File: config.mk
export PLATFORM = sky130hd
export DESIGN_NAME = sda_hold_timer
export DESIGN_NICKNAME = d
export VERILOG_FILES = /design/src/rtl/sht_pkg.sv /design/src/rtl/sht_scl_sync.sv /design/src/rtl/sht_limits.sv /design/src/rtl/sht_ctrl.sv /design/src/rtl/sda_hold_timer.sv
export SDC_FILE = /design/constraint.sdc
export NUM_CORES = 1
export LEC_CHECK = 0
export CELL_PAD_IN_SITES_DETAIL_PLACEMENT = 0
export CELL_PAD_IN_SITES_GLOBAL_PLACEMENT = 1
export CORE_UTILIZATION = 37
export CTS_CLUSTER_DIAMETER = 50
export DETAILED_ROUTE_END_ITERATION = 10
export GPL_TIMING_DRIVEN = 1
export PLACE_DENSITY_LB_ADDON = 0.1
export SLEW_MARGIN = 20
export SYNTH_ARGS = -nofsm -noshare
export SYNTH_HDL_FRONTEND = slang
export SYNTH_HIERARCHICAL = 1
export SYNTH_SLANG_ARGS = --single-unit
File: constraint.sdc
create_clock -name clk -period 0.9 [get_ports clk]
set_clock_uncertainty 0.2 [all_clocks]
set_input_delay 0.18 -clock clk [delete_from_list [all_inputs] [get_ports clk]]
set_output_delay 0.18 -clock clk [all_outputs]
set_load 0.005 [all_outputs]
File: src/rtl/sht_pkg.sv
package sht_pkg;

  typedef enum logic [1:0] {
    ST_IDLE    = 2'd0,
    ST_WAIT    = 2'd1,
    ST_STRETCH = 2'd2,
    ST_SETUP   = 2'd3
  } sht_state_e;

  // Bus timing limits in nanoseconds, per speed grade
  localparam longint unsigned LOW_STD_NS  = 64'd4700;
  localparam longint unsigned SU_STD_NS   = 64'd250;
  localparam longint unsigned RISE_STD_NS = 64'd1000;
  localparam longint unsigned LOW_FST_NS  = 64'd1300;
  localparam longint unsigned SU_FST_NS   = 64'd100;
  localparam longint unsigned RISE_FST_NS = 64'd300;

  localparam longint unsigned NS_PER_S = 64'd1_000_000_000;

  // Rounds down: used for deadlines that must not be overshot
  function automatic int unsigned cyc_floor(longint unsigned hz, longint unsigned ns);
    return 32'((hz * ns) / NS_PER_S);
  endfunction

  // Rounds up: used for intervals that must be at least as long as stated
  function automatic int unsigned cyc_ceil(longint unsigned hz, longint unsigned ns);
    return 32'((hz * ns + NS_PER_S - 64'd1) / NS_PER_S);
  endfunction

endpackage

File: src/rtl/sht_scl_sync.sv
module sht_scl_sync #(
  parameter int unsigned STAGES = 2
) (
  input  logic clk,
  input  logic rst_n,
  input  logic scl_pad,
  output logic scl_level,
  output logic scl_fall
);

  logic [STAGES:0] tap;
  logic            prev_q;

  assign tap[0] = scl_pad;

  for (genvar gi = 0; gi < STAGES; gi++) begin : g_stage
    logic stage_q;
    always_ff @(posedge clk or negedge rst_n) begin
      if (!rst_n) stage_q <= 1'b1;
      else        stage_q <= tap[gi];
    end
    assign tap[gi+1] = stage_q;
  end

  always_ff @(posedge clk or negedge rst_n) begin
    if (!rst_n) prev_q <= 1'b1;
    else        prev_q <= tap[STAGES];
  end

  assign scl_level = tap[STAGES];
  assign scl_fall  = prev_q & ~tap[STAGES];

endmodule

File: src/rtl/sht_limits.sv
module sht_limits
  import sht_pkg::*;
#(
  parameter longint unsigned CLK_HZ = 200_000_000,
  parameter int unsigned     CW     = 10
) (
  input  logic          fast_sel,
  output logic [CW-1:0] hold_max,
  output logic [CW-1:0] setup_cyc,
  output logic [CW-1:0] low_cyc
);

  localparam int unsigned HMAX_STD = cyc_floor(CLK_HZ, LOW_STD_NS - SU_STD_NS - RISE_STD_NS);
  localparam int unsigned HMAX_FST = cyc_floor(CLK_HZ, LOW_FST_NS - SU_FST_NS - RISE_FST_NS);
  localparam int unsigned SU_STD   = cyc_ceil(CLK_HZ, SU_STD_NS);
  localparam int unsigned SU_FST   = cyc_ceil(CLK_HZ, SU_FST_NS);
  localparam int unsigned LOW_STD  = cyc_floor(CLK_HZ, LOW_STD_NS);
  localparam int unsigned LOW_FST  = cyc_floor(CLK_HZ, LOW_FST_NS);

  always_comb begin
    if (fast_sel) begin
      hold_max  = CW'(HMAX_FST);
      setup_cyc = CW'(SU_FST);
      low_cyc   = CW'(LOW_FST);
    end else begin
      hold_max  = CW'(HMAX_STD);
      setup_cyc = CW'(SU_STD);
      low_cyc   = CW'(LOW_STD);
    end
  end

endmodule

File: src/rtl/sht_ctrl.sv
module sht_ctrl
  import sht_pkg::*;
#(
  parameter int unsigned CW       = 10,
  parameter int unsigned LOAD     = 3,
  parameter int unsigned HOLD_MIN = 4
) (
  input  logic          clk,
  input  logic          rst_n,
  input  logic          scl_level,
  input  logic          scl_fall,
  input  logic          fast_mode,
  input  logic          bit_valid,
  input  logic          bit_value,
  input  logic [CW-1:0] hold_max,
  input  logic [CW-1:0] setup_cyc,
  output logic          mode_q,
  output logic [CW-1:0] cnt_q,
  output logic          sda_low_q,
  output logic          scl_low_q,
  output logic          take_q
);

  sht_state_e    state_q, state_n;
  logic [CW-1:0] cnt_n;
  logic          sda_n, scl_n, take_n, mode_n;
  logic          cnt_en, mode_en;

  always_comb begin
    state_n = state_q;
    cnt_n   = cnt_q;
    sda_n   = sda_low_q;
    scl_n   = scl_low_q;
    take_n  = 1'b0;
    mode_n  = mode_q;
    mode_en = 1'b0;
    case (state_q)
      ST_IDLE: begin
        if (scl_fall) begin
          state_n = ST_WAIT;
          cnt_n   = CW'(LOAD);
          mode_n  = fast_mode;
          mode_en = 1'b1;
        end
      end
      ST_WAIT: begin
        if (scl_level) begin
          state_n = ST_IDLE;
        end else if (bit_valid && (cnt_q >= CW'(HOLD_MIN))) begin
          sda_n   = ~bit_value;
          take_n  = 1'b1;
          state_n = ST_IDLE;
        end else if (cnt_q >= hold_max) begin
          scl_n   = 1'b1;
          state_n = ST_STRETCH;
        end else begin
          cnt_n = cnt_q + 1'b1;
        end
      end
      ST_STRETCH: begin
        if (bit_valid) begin
          sda_n   = ~bit_value;
          take_n  = 1'b1;
          state_n = ST_SETUP;
          cnt_n   = CW'(1);
        end
      end
      ST_SETUP: begin
        if (cnt_q >= setup_cyc) begin
          scl_n   = 1'b0;
          state_n = ST_IDLE;
        end else begin
          cnt_n = cnt_q + 1'b1;
        end
      end
      default: state_n = ST_IDLE;
    endcase
  end

  assign cnt_en = (state_q != ST_IDLE) || scl_fall;

  always_ff @(posedge clk or negedge rst_n) begin
    if (!rst_n) begin
      state_q   <= ST_IDLE;
      cnt_q     <= '0;
      sda_low_q <= 1'b0;
      scl_low_q <= 1'b0;
      take_q    <= 1'b0;
      mode_q    <= 1'b0;
    end else begin
      state_q   <= state_n;
      take_q    <= take_n;
      scl_low_q <= scl_n;
      if (cnt_en)  cnt_q     <= cnt_n;
      if (take_n)  sda_low_q <= sda_n;
      if (mode_en) mode_q    <= mode_n;
    end
  end

endmodule

File: src/rtl/sda_hold_timer.sv
module sda_hold_timer
  import sht_pkg::*;
#(
  parameter longint unsigned CLK_HZ       = 200_000_000,
  parameter int unsigned     SYNC_STAGES  = 2,
  parameter int unsigned     MIN_HOLD_CYC = 4
) (
  input  logic clk,
  input  logic rst_n,
  input  logic scl_pad,
  input  logic fast_mode,
  input  logic bit_valid,
  input  logic bit_value,
  output logic bit_taken,
  output logic sda_drive_low,
  output logic scl_drive_low
);

  localparam int unsigned CW       = $clog2(cyc_ceil(CLK_HZ, LOW_STD_NS) + 2);
  localparam int unsigned LOAD     = SYNC_STAGES + 1;
  localparam int unsigned HOLD_MIN = (MIN_HOLD_CYC > LOAD) ? MIN_HOLD_CYC : LOAD;

  logic          rst_meta_q, rst_core_n;
  logic          scl_level, scl_fall, mode_q;
  logic [CW-1:0] hold_max, setup_cyc, low_cyc, cnt_q;

  // Reset asserts at once, releases on the clock
  always_ff @(posedge clk or negedge rst_n) begin
    if (!rst_n) begin
      rst_meta_q <= 1'b0;
      rst_core_n <= 1'b0;
    end else begin
      rst_meta_q <= 1'b1;
      rst_core_n <= rst_meta_q;
    end
  end

  sht_scl_sync #(.STAGES(SYNC_STAGES)) u_sync (
    .clk(clk), .rst_n(rst_core_n), .scl_pad(scl_pad),
    .scl_level(scl_level), .scl_fall(scl_fall)
  );

  sht_limits #(.CLK_HZ(CLK_HZ), .CW(CW)) u_lim (
    .fast_sel(mode_q), .hold_max(hold_max),
    .setup_cyc(setup_cyc), .low_cyc(low_cyc)
  );

  sht_ctrl #(.CW(CW), .LOAD(LOAD), .HOLD_MIN(HOLD_MIN)) u_ctrl (
    .clk(clk), .rst_n(rst_core_n),
    .scl_level(scl_level), .scl_fall(scl_fall),
    .fast_mode(fast_mode), .bit_valid(bit_valid), .bit_value(bit_value),
    .hold_max(hold_max), .setup_cyc(setup_cyc),
    .mode_q(mode_q), .cnt_q(cnt_q),
    .sda_low_q(sda_drive_low), .scl_low_q(scl_drive_low), .take_q(bit_taken)
  );

endmodule

==> flow_summary.yaml <==
timing:
  hold_ws_ns: -0.1287
  slew_violations: 0
  fin_crit_ns: 2.432
  fin_setup_tns_ns: -22.14
  hold_violations: 2
  fmax_ghz: 0.4111
  min_period_over_period_pct: 270.3
  grt_setup_unrepaired: "true"
  finalSetupViolations: 20
  setup_slack_ns: -1.532
clocking:
  clk_latency_ns: 0.27
  clk_pin_slew_ns: 0.08
  clockRootBuffer: "clkbuf_8"
  clock_sinks: 21
  clock_path_buffers: 2
  cts_buffers: 3
  htreeDepth: 1
  cts_tree: "yes"
route:
  wire_per_inst_um: 14.09
  ant_nets: 0
  viasPerCell: 4.798
  drc: 0
  drt_iter0_drc: 61
  vias: 1617
  wl_um: 4748
  first_pass_iters: 4
cells_and_area:
  post-route-cell-area_um2: 2764
  postLayoutCoreUtil_pct: 57.75
  nets: 304
  antenna_cells: 0
  stdcell_count: 337
  syn2layout_area_growth_pct: 48.45
  drive_above_1_share_pct: 44.81
  seq_area_um2: 534.3
  fillers: 427
  multi_input_area_um2: 1400
die:
  start_util_pct: 38.90
  core_area_um2: 4786
  die-area_um2: 5320
  die_w_um: 72.94
  die_y_um: 72.94
  io_pins: 9
  rows: 25
power:
  power_density_nw_per_um2: 1928
  p_leak_nw: 1.313
  ir_worst_vdd_mv: 1.031
placed_design:
  place_inst: 319
  place_area_um2: 2381
  port-buffer-count: 8
  globalplace.congestion: 0.9417
  dp_hpwl_um: 3395
synthesis:
  syn_area_um2: 1862
  synth.avg_cell_area_um2: 9.171
  synth_warnings: 6
  synthCells: 203
critical_path:
  critPathMaxFanout: 5
  critical_path_class: "register to register"
  crit_path_end_kind: "register"
  required_ns: 0.86
  startpoint_type: "register"
  arrival_ns: 2.39
grt:
  grt-ovfl-total: 0
  grt_max_degree: 14
  gr-usage-all-layers_pct: 19.40
  antenna_found_initial: 0
  grt_first_pass_wirelength_um: 7665
  grt_pass1_vias: 1604
outcome:
  outcome: "finished, violations left"
  violations: "negative hold slack, negative setup slack"
min_path:
  min_path_type: "input port to asynchronous set/reset pin"
job:
  maxCapViolations: 0
## state kept, by name, summed over array words and instances (netlist names), named ones only
name / flops
u_ctrl/take_q: 1
u_ctrl/mode_q: 1
u_ctrl/state_q: 1
u_sync/g_stage.stage_q: 1
u_sync/scl_level: 1
rst_meta_q: 1
u_ctrl/sda_low_q: 1
u_ctrl/scl_low_q: 1
rst_core_n: 1
u_ctrl/cnt_q: 10
u_sync/prev_q: 1
## power breakdown
group | leakage (nW) | internal, mW | switching [mW] | total, mW
logic | 1.04 | 1.80 | 1.64 | 3.44
clock network | 0.0217 | 0.313 | 0.341 | 0.654
registers | 0.250 | 1.10 | 0.136 | 1.24
total | 1.31 | 3.21 | 2.12 | 5.33
## per-stage QoR
step                      power [mW]  worst slack, ns
after CTS                      5.210           -1.531
after floorplan                3.132           -1.483
after global placement         3.941           -1.508
after global routing           5.748           -1.596
final                          5.329           -1.532
after detailed placement       4.003           -1.586
## path summary, 6_finish.rpt
kind | from | endpoint | slack [ns] | cells after the start
min in group clk | scl_pad | u_sync/g_stage[0].stage_q$_DFF_PN1_ | 0.11 | 1
max in group asynchronous | rst_core_n$_DFF_PN0_ | u_sync/g_stage[0].stage_q$_DFF_PN1_ | 0.23 | 1
min reg2reg | rst_core_n$_DFF_PN0_ | u_ctrl/state_q[0]$_DFFE_PN0P_ | 0.01 | 1
max | u_ctrl/mode_q$_DFFE_PN0P_ | u_ctrl/cnt_q[0]$_DFFE_PN0P_ | -1.53 | 10
min | rst_n | rst_meta_q$_DFF_PN0_ | -0.13 | 1
max reg2reg | u_ctrl/mode_q$_DFFE_PN0P_ | u_ctrl/cnt_q[0]$_DFFE_PN0P_ | -1.53 | 10
## area by class of cell
cell class | count | area share [%]
Clock buffer | 3 | 1.494
Clock inverter | 1 | 0.2716
Inverter | 34 | 4.617
Multi-Input combinational cell | 142 | 50.66
Sequential cell | 21 | 19.33
Tap cell | 67 | 3.033
Timing Repair Buffer | 69 | 20.60
## layout by cell type (no fill, tap or decap), types with 4 or more instances in the layout
| cell | count |
|---|---|
| conb_1 | 15 |
| ha_1 | 17 |
| mux2i_1 | 4 |
| a31oi_4 | 4 |
| buf_4 | 51 |
| nand2_1 | 6 |
| nand3_1 | 5 |
| o31a_1 | 6 |
| dfrtp_1 | 14 |
| buf_6 | 9 |
| a21boi_2 | 4 |
| a31o_1 | 6 |
| inv_1 | 29 |
| nor2_1 | 16 |
| dfrtp_2 | 4 |
| ha_4 | 10 |
| clkdlybuf4s50_1 | 5 |
| inv_2 | 5 |
| and3_1 | 4 |
## timing repair
action | CTS | global route
pin swaps | 29 | 15
buffers inserted | 16 | 4
endpoints found under the hold margin | 2 | 2
gates resized for setup | 42 | 11
gates cloned | 2 | 0
setup endpoints to repair | 20 | 20
## metal layers
layer | global-route usage [%] | vias to the layer above | wire, um
li1 | - | 808 | -
met1 | 25.97 | 769 | 2190
met2 | 31.57 | 28 | 2291
met3 | 3.867 | 12 | 172
met4 | 5.882 | 0 | 93
met5 | 0 | - | 0
## critical path, cell delays in order (launching register included)
cell and delay, ns:
dfrtp_1 0.40, inv_2 0.07, buf_6 0.10, buf_4 0.09, inv_1 0.03, ha_1 0.28
a211oi_2 0.07, or3_4 0.36, a31oi_4 0.34, nor2_4 0.07, mux2_4 0.30
No activity file was read; power rests on OpenSTA's default activity.
